==> src/rtl/gpio8_pkg.sv <==
package gpio8_pkg;
  localparam int unsigned DEF_PINS   = 8;
  localparam int unsigned DEF_ADDR_W = 2;
  localparam int unsigned OFF_CFG    = 0;
  localparam int unsigned OFF_DATA   = 2;
  localparam int unsigned SYNC_DEPTH = 2;

  typedef enum logic [1:0] {
    SEL_NONE = 2'd0,
    SEL_CFG  = 2'd1,
    SEL_DATA = 2'd2
  } reg_sel_e;
endpackage

==> src/rtl/gpio_cfg_reg.sv <==
module gpio_cfg_reg #(
  parameter int unsigned N_PINS = 8,
  localparam int unsigned CFG_W = 2 * N_PINS
) (
  input  logic              clk,
  input  logic              rst_n,
  input  logic              wr_en,
  input  logic [CFG_W-1:0]  wr_data,
  output logic [CFG_W-1:0]  cfg_q,
  output logic [N_PINS-1:0] dir_out,
  output logic [N_PINS-1:0] pu_on,
  output logic              conflict
);
  always_ff @(posedge clk or negedge rst_n) begin
    if (!rst_n)     cfg_q <= '0;
    else if (wr_en) cfg_q <= wr_data;
  end

  // Unpack the interleaved fields: even bit = direction, odd bit = pull-up off
  for (genvar n = 0; n < N_PINS; n++) begin : g_unpack
    assign dir_out[n] = cfg_q[2*n];
    assign pu_on[n]   = ~cfg_q[2*n+1];
  end

  assign conflict = |(dir_out & pu_on);
endmodule

==> src/rtl/gpio_out_latch.sv <==
module gpio_out_latch #(
  parameter int unsigned N_PINS = 8
) (
  input  logic              clk,
  input  logic              wr_en,
  input  logic [N_PINS-1:0] wr_data,
  output logic [N_PINS-1:0] q
);
  // Deliberately has no reset: contents survive any reset
  always_ff @(posedge clk) begin
    if (wr_en) q <= wr_data;
  end
endmodule

==> src/rtl/gpio_in_sync.sv <==
module gpio_in_sync #(
  parameter int unsigned N_PINS = 8,
  parameter int unsigned DEPTH  = 2
) (
  input  logic              clk,
  input  logic              rst_n,
  input  logic [N_PINS-1:0] d,
  output logic [N_PINS-1:0] q
);
  logic [N_PINS-1:0] stage [DEPTH];

  for (genvar s = 0; s < DEPTH; s++) begin : g_stage
    if (s == 0) begin : g_first
      always_ff @(posedge clk or negedge rst_n) begin
        if (!rst_n) stage[s] <= '0;
        else        stage[s] <= d;
      end
    end else begin : g_next
      always_ff @(posedge clk or negedge rst_n) begin
        if (!rst_n) stage[s] <= '0;
        else        stage[s] <= stage[s-1];
      end
    end
  end

  assign q = stage[DEPTH-1];
endmodule

==> src/rtl/gpio_port8.sv <==
module gpio_port8
  import gpio8_pkg::*;
#(
  parameter int unsigned N_PINS = DEF_PINS,
  parameter int unsigned ADDR_W = DEF_ADDR_W,
  localparam int unsigned BUS_W = 2 * N_PINS
) (
  input  logic              clk,
  input  logic              rst_n,
  input  logic [ADDR_W-1:0] bus_addr,
  input  logic              bus_we,
  input  logic [BUS_W-1:0]  bus_wdata,
  output logic [BUS_W-1:0]  bus_rdata,
  input  logic [N_PINS-1:0] pin_in,
  output logic [N_PINS-1:0] pad_oe,
  output logic [N_PINS-1:0] pad_out,
  output logic [N_PINS-1:0] pad_pu_en,
  output logic              cfg_conflict
);
  reg_sel_e          sel;
  logic [BUS_W-1:0]  cfg_word;
  logic [N_PINS-1:0] pin_sync;

  always_comb begin
    if (bus_addr == ADDR_W'(OFF_CFG))       sel = SEL_CFG;
    else if (bus_addr == ADDR_W'(OFF_DATA)) sel = SEL_DATA;
    else                                    sel = SEL_NONE;
  end

  gpio_cfg_reg #(.N_PINS(N_PINS)) u_cfg (
    .clk      (clk),
    .rst_n    (rst_n),
    .wr_en    (bus_we && sel == SEL_CFG),
    .wr_data  (bus_wdata),
    .cfg_q    (cfg_word),
    .dir_out  (pad_oe),
    .pu_on    (pad_pu_en),
    .conflict (cfg_conflict)
  );

  gpio_out_latch #(.N_PINS(N_PINS)) u_latch (
    .clk     (clk),
    .wr_en   (bus_we && sel == SEL_DATA),
    .wr_data (bus_wdata[N_PINS-1:0]),
    .q       (pad_out)
  );

  gpio_in_sync #(.N_PINS(N_PINS), .DEPTH(SYNC_DEPTH)) u_sync (
    .clk   (clk),
    .rst_n (rst_n),
    .d     (pin_in),
    .q     (pin_sync)
  );

  always_comb begin
    unique case (sel)
      SEL_CFG:  bus_rdata = cfg_word;
      SEL_DATA: bus_rdata = BUS_W'(pin_sync);
      default:  bus_rdata = '0;
    endcase
  end
endmodule

==> config.mk <==
export PLATFORM = sky130hd
export DESIGN_NAME = gpio_port8
export DESIGN_NICKNAME = d
export VERILOG_FILES = /design/src/rtl/gpio8_pkg.sv /design/src/rtl/gpio_cfg_reg.sv /design/src/rtl/gpio_out_latch.sv /design/src/rtl/gpio_in_sync.sv /design/src/rtl/gpio_port8.sv
export SDC_FILE = /design/constraint.sdc
export NUM_CORES = 1
export LEC_CHECK = 0
export BUFFER_PORTS_ARGS = -buffer_cell sky130_fd_sc_hd__clkbuf_2
export CAP_MARGIN = 0
export CELL_PAD_IN_SITES_DETAIL_PLACEMENT = 1
export CELL_PAD_IN_SITES_GLOBAL_PLACEMENT = 1
export CORE_ASPECT_RATIO = 0.9
export CORE_UTILIZATION = 36
export CTS_CLUSTER_DIAMETER = 200
export DETAILED_ROUTE_END_ITERATION = 16
export PLACE_DENSITY = 0.76
export SETUP_SLACK_MARGIN = 0.2
export SYNTH_ARGS = -nofsm -noshare
export SYNTH_HDL_FRONTEND = slang
export SYNTH_SLANG_ARGS = --single-unit
==> constraint.sdc <==
create_clock -name clk -period 1.1 [get_ports clk]
set_input_delay 0.165 -clock clk [delete_from_list [all_inputs] [get_ports clk]]
set_output_delay 0.165 -clock clk [all_outputs]
set_load 0.01 [all_outputs]
==> impl_metrics.ini, run 1 <==
[floorplan]
start_util_pct = 38.5
io_pins = 70
die_height_um = 65.5
placementRows = 22
coreArea_sq_um = 4180
die_w_um = 72.5
dieArea_sq_um = 4750

[sta]
period_share_pct = 126
whs_ns = 0.0678
maxSlewViolCount = 0
hold_viol = 0
relSlewSlack_pct = 73.1
fin_crit_ns = 1.39
max_slew.worst_pin.slew_ns = 0.403
max_freq_mhz = 720
skew_ns = 0.00626
setup_viol = 28
grt_setup_unrepaired = true
fin_ws_ns = -0.288

[detailed_routing]
vias = 1260
wl_per_cell_um = 18.4
wirelength_um = 5090
firstDrtPassIters = 4
drt-initial-drc-count = 65
postRouteAntennaNets = 0
drc_errors = 0
via_per_inst = 4.55

[critical_path]
crit_buf_inv = 2
cp_max_fo = 3
path_cells = buf_4 -> mux2i_1 -> nor2_1 -> clkbuf_2
r2r_end = u_cfg.cfg_q[6]
timing.rr.start = u_cfg.cfg_q[6]
crit_type = reg2out
cp_data_required_time_ns = 0.94
crit_path_end_kind = output port
rrSetupSlack_ns = -0.07
reg2regPathDepth = 4
cp.arrival_ns = 1.22
critPathMaxStageDelay_ns = 0.43
startpoint_type = flop
cp_slowest_cell = dfrtp_1
crit_family = flip-flops

[cells_and_area]
fillers = 434
nets = 245
drive_gt1_share_pct = 68.2
num_antenna_cells = 0
area_growth_pct = 65.4

[synth]
synthCells = 109
syn_nets = 138
synth_area_per_cell_sq_um = 14.8
syn-cell-area_sq_um = 1610
ys_types = 19
ys_seq_elements = 40
synthFlopType = dfrtp_1
synth_edf_count = 8
synth_async_sr_flop_share_pct = 80.0
yosysWarnings = 0
ys_seq_area_share_pct = 64.6

[global_routing]
grt_max_degree = 33
grt_pass1_wl_um = 6910
grt_overflow = 0
use_met1_pct = 22.4
met2_usage_pct = 38.1
grt_pass1_vias = 1358
top_usage_layer = met2
met3_usage_pct = 5.52
antenna_found_initial = 0
grt_use_total_pct = 20.5

[hold_path]
hp-start = bus_wdata[4]
hp-class = in2reg
holdPathEnd = u_latch.q[4]
hold_depth = 1

[clocking]
clock_sinks = 40
clk_latency_ns = 0.29
h-tree-depth = 2
cts_buffer_depth = 2
clockRootBuffer = clkbuf_8
tritoncts = done
numCtsBuffers = 5
clk_pin_slew_worst_paths_ns = 0.08

[power]
p_leak_nw = 1.32
ir_drop_mv = 0.926
finalPower_mw = 4.41
powerDensity_nw_per_um2 = 1650

[status]
violations = negative setup slack
status = finished, violations left

[placement]
hpwl_um = 2830
port_buffers = 69
gp_congestion = 0.778

[run]
cap_violations = 0
area by class of cell:
class                   count  area, sq um  area share (%)
well taps                  60         75.1            2.82
multi-input cells          48          499            18.7
flip-flops and latches     40         1040            39.1
inverters                   8         30.0            1.13
repair buffers            113          898            33.7
clock buffers               8          121            4.55
layout by cell type, fill, tap and decap left out:
master         synthesis  layout
dfrtp_1               32      32
mux2_2                 6       4
and2_1                 4       2
and2_4                 1       3
buf_2                  1      13
nor3_4                 0       2
clkbuf_8               0       7
nor3_2                 0       2
a22oi_1                4       1
buf_12                 0       2
nand4_1                1       1
buf_6                  1      32
clkbuf_16              0       1
and3b_2                0       1
nor2_1                 8       8
inv_2                  0       8
clkbuf_2               0      40
dlygate4sd3_1          0       9
nor2_4                 1       1
buf_4                  9      15
mux2i_1                8       8
a22oi_2                0       3
mux2_4                10      12
buf_8                  1       2
edfxtp_1               8       8
power by group:
group / switching [mW] / internal (mW) / leakage [nW]
registers: 0.133 / 1.67 / 0.449
clock network: 0.499 / 0.709 / 0.0627
logic: 0.566 / 0.831 / 0.809
total: 1.20 / 3.21 / 1.32
cell usage after synthesis, types with 4 or more instances:
master	count	share of area, %
a22oi_1	4	1.9
nor2_1	8	1.9
mux2_2	6	4.2
nor3_1	4	1.2
edfxtp_1	8	15
and2_1	4	1.6
mux2i_1	8	5.0
buf_4	9	4.2
mux2_4	10	9.3
dfrtp_1	32	50
inv_1	8	1.9
what timing repair did:
action / 4_1_cts / 5_1_grt
cloned: 0 / 0
buffers inserted: 16 / 7
gates resized for setup: 24 / 54
hold endpoints to repair: 40 / 0
pin swaps: 5 / 1
setup endpoints to repair: 47 / 60
hold buffers: 9 / 0
logic make-up after synthesis:
logic type	count (synthesis)	synth area share [%]
DFF	40	64.6
muxes	24	18.5
buffers and inverters	21	8.23
and+or+nand+nor	20	6.83
AOI/OAI and AO/OA	4	1.86
per-stage QoR:
stage | instance area, sq um | TNS [ns] | std cells | setup slack [ns] | util (%)
final | 2670 | -3.67 | 277 | -0.288 | 63.7
after global routing | 2670 | -4.95 | 277 | -0.363 | 63.7
after CTS | 2480 | -2.62 | 270 | -0.234 | 59.3
after detailed placement | 2040 | -2.25 | 237 | -0.130 | 48.8
after global placement | 2040 | -1.43 | 237 | -0.0853 | 48.8
after floorplan | 1640 | -0.854 | 109 | -0.0791 | -
worst reg2reg max path, stage by stage (launching register included):
cell     delay (ns)
dfrtp_1        0.44
buf_6          0.15
buf_6          0.11
buf_6          0.10
mux2_4         0.26
registers in the layout, summed over array words and instances (netlist names):
register      cells
u_cfg.cfg_q      16
u_latch.q         8
u_sync.q          8
u_sync.stage      8
routing by layer:
metal	vias to the layer above	wire length, um
li1	573	-
met1	647	1980
met2	34	2860
met3	6	168
met4	0	81
met5	-	0
how the worst max path moves through the flow:
stage                   startpoint         endpoint  slack, ns  cells after the start
detailed placement     bus_addr[1]   u_cfg.cfg_q[0]      -0.13                      4
finish              u_cfg.cfg_q[7]     bus_rdata[7]      -0.29                      4
CTS                 u_cfg.cfg_q[1]     cfg_conflict      -0.23                      4
floorplan              bus_addr[1]  u_cfg.cfg_q[10]      -0.08                      6
global placement       bus_addr[1]   u_cfg.cfg_q[4]      -0.09                      4
global route        u_cfg.cfg_q[7]     cfg_conflict      -0.36                      4
Power figures use the tool's default switching activity.
==> inputs of run 2 (changes only) <==
--- a/config.mk
+++ b/config.mk
@@ -13,6 +13,7 @@
 export CORE_UTILIZATION = 36
 export CTS_CLUSTER_DIAMETER = 200
 export DETAILED_ROUTE_END_ITERATION = 16
+export GPL_TIMING_DRIVEN = 0
 export PLACE_DENSITY = 0.76
 export SETUP_SLACK_MARGIN = 0.2
 export SYNTH_ARGS = -nofsm -noshare
==> run 2 against run 1 <==
Against the previous run: the flow finishes with violations (negative hold slack, negative setup slack); first-iteration DRC count decreased by 22%; largest cell class unchanged; sequential share of layout area decreased by 0.40 points; count of clock-buffer cells in the layout unchanged; final cell count decreased by 0.36%; via count about the same; fmax increased by 1.1%; non-clock buffer count decreased by 1; register-to-register slack improved by 0.02 ns.
==> impl_metrics.ini, run 2 (same netlist as run 1, synthesis figures left out) <==
[detailed_routing]
firstDrtPassIters = 3
wirelength_um = 5020
drc_errors = 0
drt-initial-drc-count = 51
wl_per_cell_um = 18.2
vias = 1259
via_per_inst = 4.56
postRouteAntennaNets = 0

[sta]
max_freq_mhz = 728
fin_crit_ns = 1.37
hold_viol = 32
maxSlewViolCount = 0
setup_viol = 29
grt_setup_unrepaired = true
skew_ns = 0.00170
max_slew.worst_pin.slew_ns = 0.795
whs_ns = -0.0470
relSlewSlack_pct = 47.0
fin_ws_ns = -0.273
period_share_pct = 125

[power]
p_int_mw = 3.07
p_clk_share_pct = 22.9
p_comb_share_pct = 33.8
powerDensity_nw_per_um2 = 1570
power_frac_seq_pct = 43.3
p_leak_nw = 1.33
finalPower_mw = 4.23
switching_share_pct = 27.4
ir_drop_mv = 0.780
switchingPower_mw = 1.16

[cells_and_area]
finish.utilization_pct = 64.6
layout_common_cells = 43 x buf_6, 36 x clkbuf_2, 29 x dfrtp_1
finalInstanceArea_sq_um = 2700
num_antenna_cells = 0
final_common_cell = buf_6
largest_register = u_cfg.cfg_q
area_growth_pct = 67.7
largest_reg_flops = 16
drive_gt1_share_pct = 68.5
nets = 244

[clocking]
h-tree-depth = 2
clk_latency_ns = 0.28
tritoncts = done
clockRootBuffer = clkbuf_8
clock_sinks = 40
numCtsBuffers = 5
cts_buffer_depth = 2
clk_pin_slew_worst_paths_ns = 0.07

[global_routing]
grt_max_degree = 33
grt_pass1_wl_um = 6340
grt_use_total_pct = 18.5
antenna_found_initial = 0
grt_pass1_vias = 1262
grt_overflow = 0

[critical_path]
r2r_end = u_cfg.cfg_q[2]
crit_path_end_kind = output port
timing.rr.start = u_cfg.cfg_q[2]
reg2regPathDepth = 4
crit_type = reg2out
cp.arrival_ns = 1.21
rrSetupSlack_ns = -0.05
startpoint_type = flop
cp_data_required_time_ns = 0.94
cp_max_fo = 3

[placement]
port_buffers = 68
placed_cell_area_sq_um = 2060
hpwl_um = 2900
gp_congestion = 0.797

[floorplan]
placementRows = 22
dieArea_sq_um = 4750
start_util_pct = 38.5
io_pins = 70
coreArea_sq_um = 4180
die_w_um = 72.5
die_height_um = 65.5

[status]
violations = negative hold slack, negative setup slack
status = finished, violations left

[hold_path]
hp-class = in2async

[run]
cap_violations = 0
## run 2: critical path: stages, from the launching register on
cell,delay (ns)
dfrtp_1,0.40
inv_1,0.09
a22oi_2,0.19
nand4_1,0.10
clkbuf_2,0.15
## run 2: layout make-up
class                           instances  area, sq um
Fill cell                             421         1480
Tap cell                               60         75.1
Timing Repair Buffer                   99          807
Inverter                                8         30.0
Buffer                                 13          158
Multi-Input combinational cell         48          498
Clock buffer                            8         90.1
Sequential cell                        40         1040
## run 2: how the worst max path moves through the flow
stage,cells after the start,slack [ns],from,endpoint
3_5_place_dp,6,-0.27,bus_addr[0],u_cfg.cfg_q[14]
3_3_place_gp,6,-0.25,bus_addr[0],u_cfg.cfg_q[13]
2_1_floorplan,6,-0.08,bus_addr[1],u_cfg.cfg_q[10]
6_report,4,-0.27,u_cfg.cfg_q[5],cfg_conflict
4_1_cts,4,-0.25,u_cfg.cfg_q[5],cfg_conflict
5_1_grt,4,-0.36,u_cfg.cfg_q[5],cfg_conflict
## run 2: stage by stage
stage               hold slack [ns]  instances  setup slack (ns)  TNS [ns]
floorplan                    -0.131        109           -0.0791    -0.854
global placement              0.267        237            -0.249     -4.55
detailed placement            0.276        237            -0.273     -5.45
CTS                         -0.0147        267            -0.246     -2.65
global route                 0.0129        276            -0.359     -4.94
finish                      -0.0470        276            -0.273     -3.54
## run 2: power groups by stage
stage               logic [mW]  clock network [mW]  registers, mW
finish                    1.43               0.968           1.83
global route              1.51                1.06           1.85
CTS                       1.12               0.986           1.80
detailed placement       0.818                   0           1.83
global placement         0.790                   0           1.81
floorplan                0.493                   0           1.78
## run 2: repair_timing
| action | 4_1_cts | 5_1_grt |
|---|---|---|
| hold endpoints to repair | 40 | 0 |
| hold buffers | 8 | 0 |
| endpoints found under the setup margin | 65 | 57 |
| resized for setup | 37 | 64 |
| cloned | 1 | 0 |
| pin swaps | 6 | 7 |
| buffers inserted | 13 | 9 |
## run 2: per-layer routing
metal	wire length [um]	global-route usage [%]	up-vias
li1	-	-	568
met1	1950	21.0	648
met2	2830	33.3	34
met3	157	4.91	9
met4	88	6.86	0
met5	0	0	-
